==> src/rtl/wdog_pkg.sv <==
package wdog_pkg;
  localparam int KEY_W      = 7;
  localparam int CNT_FLD_W  = 8;
  localparam int CNT_W      = CNT_FLD_W + 1;
  localparam int CMD_BIT    = CNT_FLD_W;
  localparam int KEY_LSB    = CNT_FLD_W + 1;
  localparam int CTRL_W     = KEY_LSB + KEY_W;

  typedef enum logic [1:0] {
    WD_IDLE  = 2'd0,
    WD_RUN   = 2'd1,
    WD_GRACE = 2'd2
  } wd_state_e;

  // Zero in the count field selects the full range.
  function automatic logic [CNT_W-1:0] start_count(input logic [CNT_FLD_W-1:0] fld);
    if (fld == '0) return {1'b1, {CNT_FLD_W{1'b0}}};
    return {1'b0, fld};
  endfunction

  // A disabled watchdog takes any key; an enabled one needs the complement.
  function automatic logic key_ok(input logic enabled,
                                  input logic [KEY_W-1:0] stored,
                                  input logic [KEY_W-1:0] fresh);
    return !enabled || (fresh == ~stored);
  endfunction
endpackage

==> src/rtl/wdog_keygate.sv <==
module wdog_keygate
  import wdog_pkg::*;
(
  input  logic              wr_ctrl,
  input  logic [CTRL_W-1:0] wdata,
  input  logic [CTRL_W-1:0] stored,
  output logic              accept
);
  logic              enabled;
  logic [KEY_W-1:0]  stored_key;
  logic [KEY_W-1:0]  fresh_key;

  assign enabled    = stored[CMD_BIT];
  assign stored_key = stored[KEY_LSB +: KEY_W];
  assign fresh_key  = wdata[KEY_LSB +: KEY_W];
  assign accept     = wr_ctrl && key_ok(enabled, stored_key, fresh_key);
endmodule

==> src/rtl/wdog_counter.sv <==
module wdog_counter
  import wdog_pkg::*;
#(
  parameter int GRACE_TICKS = 1
) (
  input  logic             clk,
  input  logic             rst_n,
  input  logic             tick_en,
  input  logic             accept,
  input  logic             run_cmd,
  input  logic [CNT_W-1:0] load_val,
  output logic [CNT_W-1:0] count,
  output logic             running,
  output logic             nmi,
  output logic             rst_req,
  output logic             expire_first,
  output logic             expire_second
);
  localparam logic [CNT_W-1:0] GRACE_LD = CNT_W'(GRACE_TICKS);

  wd_state_e state;
  logic      last_tick;
  logic      step;

  assign step          = tick_en && !accept;
  assign last_tick     = (count == CNT_W'(1));
  assign expire_first  = step && (state == WD_RUN)   && last_tick;
  assign expire_second = step && (state == WD_GRACE) && last_tick;
  assign running       = (state != WD_IDLE);

  always_ff @(posedge clk) begin
    if (!rst_n) begin
      state   <= WD_IDLE;
      count   <= '0;
      nmi     <= 1'b0;
      rst_req <= 1'b0;
    end else begin
      rst_req <= 1'b0;
      if (accept) begin
        count <= load_val;
        nmi   <= 1'b0;
        state <= run_cmd ? WD_RUN : WD_IDLE;
      end else if (expire_first) begin
        count <= GRACE_LD;
        nmi   <= 1'b1;
        state <= WD_GRACE;
      end else if (expire_second) begin
        count   <= '0;
        nmi     <= 1'b0;
        rst_req <= 1'b1;
        state   <= WD_IDLE;
      end else if (step && running) begin
        count <= count - CNT_W'(1);
      end
    end
  end
endmodule

==> src/rtl/wdog_keyed.sv <==
module wdog_keyed
  import wdog_pkg::*;
#(
  parameter int ADDR_W      = 8,
  parameter int CTRL_ADDR   = 'h40,
  parameter int STAT_ADDR   = 'h44,
  parameter int GRACE_TICKS = 1
) (
  input  logic              clk,
  input  logic              rst_n,
  input  logic              tick_en,
  input  logic [ADDR_W-1:0] reg_addr,
  input  logic              reg_we,
  input  logic [15:0]       reg_wdata,
  output logic [15:0]       reg_rdata,
  output logic              nmi_o,
  output logic              sys_rst_req_o
);
  localparam logic [ADDR_W-1:0] CTRL_A = ADDR_W'(CTRL_ADDR);
  localparam logic [ADDR_W-1:0] STAT_A = ADDR_W'(STAT_ADDR);
  localparam int STAT_PAD = 16 - CNT_W - 2;

  logic [CTRL_W-1:0] ctrl_q;
  logic              wr_ctrl;
  logic              accept;
  logic [CNT_W-1:0]  count;
  logic              running;
  logic              expire_first;
  logic              expire_second;
  logic [15:0]       stat_word;

  assign wr_ctrl = reg_we && (reg_addr == CTRL_A);

  wdog_keygate u_gate (
    .wr_ctrl (wr_ctrl),
    .wdata   (reg_wdata),
    .stored  (ctrl_q),
    .accept  (accept)
  );

  wdog_counter #(.GRACE_TICKS(GRACE_TICKS)) u_cnt (
    .clk           (clk),
    .rst_n         (rst_n),
    .tick_en       (tick_en),
    .accept        (accept),
    .run_cmd       (reg_wdata[CMD_BIT]),
    .load_val      (start_count(reg_wdata[CNT_FLD_W-1:0])),
    .count         (count),
    .running       (running),
    .nmi           (nmi_o),
    .rst_req       (sys_rst_req_o),
    .expire_first  (expire_first),
    .expire_second (expire_second)
  );

  always_ff @(posedge clk) begin
    if (!rst_n)             ctrl_q <= '0;
    else if (accept)        ctrl_q <= reg_wdata;
    else if (expire_second) ctrl_q <= '0;
  end

  assign stat_word = {{STAT_PAD{1'b0}}, nmi_o, running, count};

  always_comb begin
    if (reg_addr == CTRL_A)      reg_rdata = ctrl_q;
    else if (reg_addr == STAT_A) reg_rdata = stat_word;
    else                         reg_rdata = '0;
  end
endmodule

==> config.mk <==
export PLATFORM = sky130hd
export DESIGN_NAME = wdog_keyed
export DESIGN_NICKNAME = d
export VERILOG_FILES = /design/src/rtl/wdog_pkg.sv /design/src/rtl/wdog_keygate.sv /design/src/rtl/wdog_counter.sv /design/src/rtl/wdog_keyed.sv
export SDC_FILE = /design/constraint.sdc
export NUM_CORES = 1
export LEC_CHECK = 0
export ABC_AREA = 1
export CORE_MARGIN = 2
export CORE_UTILIZATION = 50
export CTS_BUF_LIST = sky130_fd_sc_hd__clkbuf_4 sky130_fd_sc_hd__clkbuf_8
export DETAILED_ROUTE_END_ITERATION = 10
export DONT_BUFFER_PORTS = 1
export PLACE_DENSITY_LB_ADDON = 0.12
export SETUP_SLACK_MARGIN = 0.15
export SLEW_MARGIN = 0
export SYNTH_ARGS = -nofsm -noshare
export SYNTH_HDL_FRONTEND = slang
export SYNTH_SLANG_ARGS = --single-unit
==> constraint.sdc <==
create_clock -name clk -period 2.16 [get_ports clk]
set_clock_uncertainty 0.05 [all_clocks]
set_input_delay 0.108 -clock clk [delete_from_list [all_inputs] [get_ports clk]]
set_output_delay 0.108 -clock clk [all_outputs]
set_load 0.01 [all_outputs]
* Word level (Yosys, flattened, before mapping) *
Index checks and enable logic that the tools add are counted.

storage, ports and cells
  flip-flop bits (word level) = 29
  logic and storage cells = 51

cells by class
  add/sub/neg operators = 1
  equality and inequality tests = 6
  muxes and demuxes = 18
  bitwise operators = 2
  reductions and logical operators = 19

operators by type and width
  kind                                                                 number
  9-bit 2-to-1 mux                                                     6
  16-bit 2-to-1 mux                                                    3
  8-bit by 7-bit == test with 1-bit output (second input constant)     2
  11-bit 2-to-1 mux                                                    1
  9-bit by 1-bit == test with 1-bit output (second input constant)     1
  9-bit by 1-bit subtractor with 9-bit output (second input constant)  1
  1-bit logical AND                                                    8
  8-bit zero test                                                      1
  7-bit == test                                                        1
  7-bit NOT                                                            1
  2-bit 2-to-1 mux                                                     3
  2-bit nonzero test                                                   3
  1-bit 2-to-1 mux                                                     5
  4-bit nonzero test                                                   1
  3-bit nonzero test                                                   1
  3-bit OR reduction                                                   1
  2-bit by 1-bit == test with 1-bit output (second input constant)     1
  2-bit == test (second input constant)                                1
  1-bit zero test                                                      2
  2-bit OR reduction                                                   1
  1-bit logical OR                                                     1
  1-bit NOT                                                            1

* Longest topological paths before layout *
  word-level depth = 11
  depth in mapped cells = 14
  depth with buffers taken out = 13

* By module *
From an unflattened synthesis, not the netlist that was laid out.

unflattened totals
  cells, all modules = 330
  area, all modules = 2040.7 µm²

by module, submodules not included
  module        times used  cells an instance  area an instance (µm²)  seq. area each (µm²)
  wdog_keyed    1           150                996.0                   320.3
  wdog_counter  1           143                895.9                   260.2
  wdog_keygate  1           37                 148.9                   0.0

* Worst setup path after synthesis *
OpenSTA, ideal clock, no wires.

  path type = reg2reg
  start = register u_cnt.count[1]
  end = register u_cnt.count[7]
  data arrival time = 1.540 ns
  data required time = 2.044 ns
  path slack = 0.504 ns
  cell stages (with the launch flop) = 10
  path buffers = 1
  clock period less this slack = 1.656 ns
  path through = dfxtp_1 > inv_1 > ha_1 > nand3_1 > nor2_1 > nand3_2 > a2bb2oi_2 > buf_2 > nand3_1 > a21oi_2

between the ends
  longest elaborated chain between the ends = 5
  elaborated cells between the ends (all ways) = 9
  those cells by class = add/sub: 1; eq/ne: 1; mux: 4; reduce/logical: 3

RTL lines
  element                                                                                                  line                                    text
  start, declared                                                                                          wdog_counter.sv:12                      output logic [CNT_W-1:0] count,
  start signal, assigned                                                                                   wdog_counter.sv:40                      count <= load_val;
  start signal, assigned                                                                                   wdog_counter.sv:53                      count <= count - CNT_W'(1);
  9-bit by 1-bit subtractor with 9-bit output or 9-bit by 1-bit == test with 1-bit output (tied branches)  wdog_counter.sv:53, wdog_counter.sv:26
  9-bit 2-to-1 mux or 1-bit logical AND (tied branches)                                                    wdog_counter.sv:52, wdog_counter.sv:28
  9-bit 2-to-1 mux                                                                                         wdog_counter.sv:47                      end else if (expire_second) begin
  9-bit 2-to-1 mux                                                                                         wdog_counter.sv:43                      end else if (expire_first) begin
  9-bit 2-to-1 mux                                                                                         wdog_counter.sv:39                      if (accept) begin

Parallel ways exist; a longest one is shown, timed or not. The select of a mux whose other input is x is not followed.
A chain may end at the register's enable or synchronous reset.

* Worst setup path in the final report *
  start = register u_cnt.count[1]
  end = register u_cnt.state[0]

between the ends
  longest elaborated chain between the ends = 4
  elaborated cells between the ends (all ways) = 6
  those cells by class = eq/ne: 1; mux: 2; reduce/logical: 3

RTL lines
  element                                       line                text
  9-bit by 1-bit == test with 1-bit output (*)  wdog_counter.sv:26  assign last_tick = (count == CNT_W'(1));
  1-bit logical AND                             wdog_counter.sv:27  assign expire_first = step && (state == WD_RUN) && last_tick;
  2-bit 2-to-1 mux                              wdog_counter.sv:43
  2-bit 2-to-1 mux                              wdog_counter.sv:39
  end signal, assigned                          wdog_counter.sv:42  state <= run_cmd ? WD_RUN : WD_IDLE;
  end, declared                                 wdog_counter.sv:21  wd_state_e state;

Every way passes the cells marked *; elsewhere a longest branch is shown, timed or not.

==> results_dict.tcl <==
set metrics [dict create \
    grt_overflow 0 \
    hold_class "in -> reg" \
    cp-end-kind "flip-flop" \
    place_area_sq_mm 0.00195 \
    place_congestion 0.805 \
    antenna-diode-count 0 \
    core-area_sq_mm 0.00361 \
    syn_nets 305 \
    ir_worst_vdd_mv 0.375 \
    fin_crit_sh 0.828 \
    cts_root_buf "clkbuf_8" \
    start_util 0.509 \
    vias 1860 \
    grt_pass1_vias 1703 \
    drv_slew 0 \
    power.leakage_nw 0.975 \
    finalHoldViolCount 0 \
    ys.flop_type "dfxtp_1" \
    holdBufCountCts 18 \
    ys.warnings.count 0 \
    fin_area_sq_mm 0.00222 \
    die_area_sq_mm 0.00417 \
    relSlewSlack 0.547 \
    cts_resized 0 \
    status "finished, final reports clean" \
    cts_tree "done" \
    worst_ep_arrival_time_ns 1.87 \
    cts_max_level 2 \
    dp_hpwl_um 3170 \
    syn-mean-instance-area_sq_um 6.68 \
    drtIter0Drc 168 \
    post-route-min-period_ns 1.79 \
    slowest_delay_ns 0.35 \
    die_x_um 64.6 \
    yosys.area.top_type_share 0.316 \
    nets 336 \
    cts_max_path_buffers 2 \
    critPathBufInv 1 \
    routedWlPerCell_um 13.3 \
    path_cells "inv_1, ha_1, nand3_1, nor4_1, nand3_2, nand3_1, a21oi_1" \
    rsz0062_at_grt "no" \
    path_max_fanout 12 \
    antenna_found_initial 0 \
    wirelength_um 4700 \
    setup-violations-final 0 \
    ant_nets 0 \
    required_ns 2.25 \
    post-route-util 0.617 \
    p_per_area_mw_per_mm2 482 \
    power.total_mw 1.07 \
    start_kind "flip-flop" \
    criticalPathCategory "reg -> reg" \
    insertion_delay_ns 0.28 \
    port_buffers 0 \
    ys_top_cells_by_count "nand2_1, inv_1, dfxtp_1, a21oi_1, nand3_1" \
    syn_inst 275 \
    die_h_um 64.6 \
    layout-drive-gt1-share 0.134 \
    clk_pin_slew_ns 0.06 \
    synth-edff-count 0 \
    nFillCells 344 \
    dr.pass1.iters 4 \
    grt_pass1_wl_um 7870 \
    ys_types 32 \
    cap_violations 0 \
    yosysSeqAreaShare 0.316 \
    syn-cell-area_sq_mm 0.00184 \
    cts_sinks 29 \
    synth_seq_cells 29 \
    cts_buffers 5 \
    synth_most_common_cell "nand2_1" \
    yosys-top-cells-area "dfxtp_1, nand2_1, inv_1" \
    drc 0 \
    fmax_mhz 559 \
    boundaryPins 46 \
    crit_top_cell "nand3_1" \
    fin_setup_tns_ns 0 \
    max_slew.worst_pin.slew_ns 0.679 \
    grt_max_degree 21 \
    yosysTopAreaCell "dfxtp_1" \
    crit_path_top_delay_cell "nand3_2" \
    rows 22 \
    grt_usage 0.244 \
    synthArstFlopShare 0 \
    via_per_inst 5.25 \
    areaGrowthSynthToFinish_pct 21.0 \
    critical_path.top_delay_family "simple AND/OR/NAND/NOR gates" \
    cts_setup_buffers 0 \
]
[cell type report]
type,instances,area (sq um),area share
Sequential cell,29,581,0.261
Inverter,39,151,0.0681
Timing Repair Buffer,36,315,0.142
Tap cell,48,60.1,0.0270
Clock buffer,7,90.1,0.0405
Multi-Input combinational cell,195,1030,0.461
[final timing paths]
path	start	to	slack [ns]	cells after the start
worst max-delay path	u_cnt.count[1]	u_cnt.state[0]	0.37	7
worst min-delay path	reg_wdata[7]	u_cnt.count[8]	0.07	5
worst min register to register	ctrl_q[5]	ctrl_q[5]	0.41	2
worst max register to register	u_cnt.count[1]	u_cnt.state[0]	0.37	7
[report_power, final]
group	total, mW	internal [mW]	leakage, nW	switching, mW
clock	0.462	0.265	0.0477	0.198
sequential	0.536	0.536	0.233	0.000614
combinational	0.0729	0.0365	0.693	0.0363
[worst min-delay path, cell delays in order]
cell and delay (ns):
nor4_1 0.04, nand3_2 0.06, nand2_1 0.06, inv_2 0.05
a21oi_2 0.04
[per-stage QoR]
stage          hold WS, ns  instances  setup slack [ns]
2_1_floorplan        0.184        275             0.504
3_3_place_gp         0.186        329             0.439
3_5_place_dp         0.189        329             0.405
4_1_cts             0.0691        354             0.395
6_report            0.0740        354             0.371
5_1_grt             0.0899        354             0.172
[cell usage in the layout, fill, tap and decap left out]
| cell | count |
|---|---|
| inv_1 | 37 |
| xnor2_1 | 1 |
| dlygate4sd3_1 | 18 |
| a2bb2oi_2 | 1 |
| o211ai_4 | 1 |
| nand4_1 | 1 |
| or2_2 | 1 |
| buf_4 | 18 |
| o22ai_1 | 2 |
| nor3_1 | 2 |
| nor2_2 | 1 |
| nand3_1 | 22 |
| nor2_4 | 1 |
| nand2_1 | 75 |
| nor2_1 | 20 |
| o21ai_1 | 2 |
| o2111ai_1 | 8 |
| nor4_1 | 4 |
| nand2_2 | 1 |
| nor3b_4 | 1 |
| ha_1 | 2 |
| clkbuf_8 | 6 |
| a21oi_2 | 2 |
| xor2_1 | 7 |
| o21ai_0 | 10 |
| clkbuf_4 | 1 |
| nand3_2 | 3 |
| nand2_4 | 2 |
| a21oi_1 | 25 |
| dfxtp_1 | 29 |
| inv_6 | 1 |
| inv_2 | 1 |
[sequential cells by signal, indices dropped and copies added (netlist names)]
register / flops
u_cnt.count: 9
u_cnt.nmi: 1
u_cnt.state: 2
ctrl_q: 16
u_cnt.rst_req: 1
[metal layers]
layer | up-vias | routed length, um | track usage
met3 | 8 | 276 | 0.0486
met5 | - | 0 | 0
met4 | 0 | 82 | 0.0984
met2 | 62 | 2090 | 0.379
met1 | 841 | 2250 | 0.331
li1 | 949 | - | -
[logic make-up after synthesis]
logic type,Yosys count,synth area share
simple gates,134,0.332
compound gates,51,0.175
fa+ha+maj,2,0.0136
xor+xnor,8,0.0381
flops,29,0.316
buf+inv,51,0.125
(Power assumes the default switching activity.)
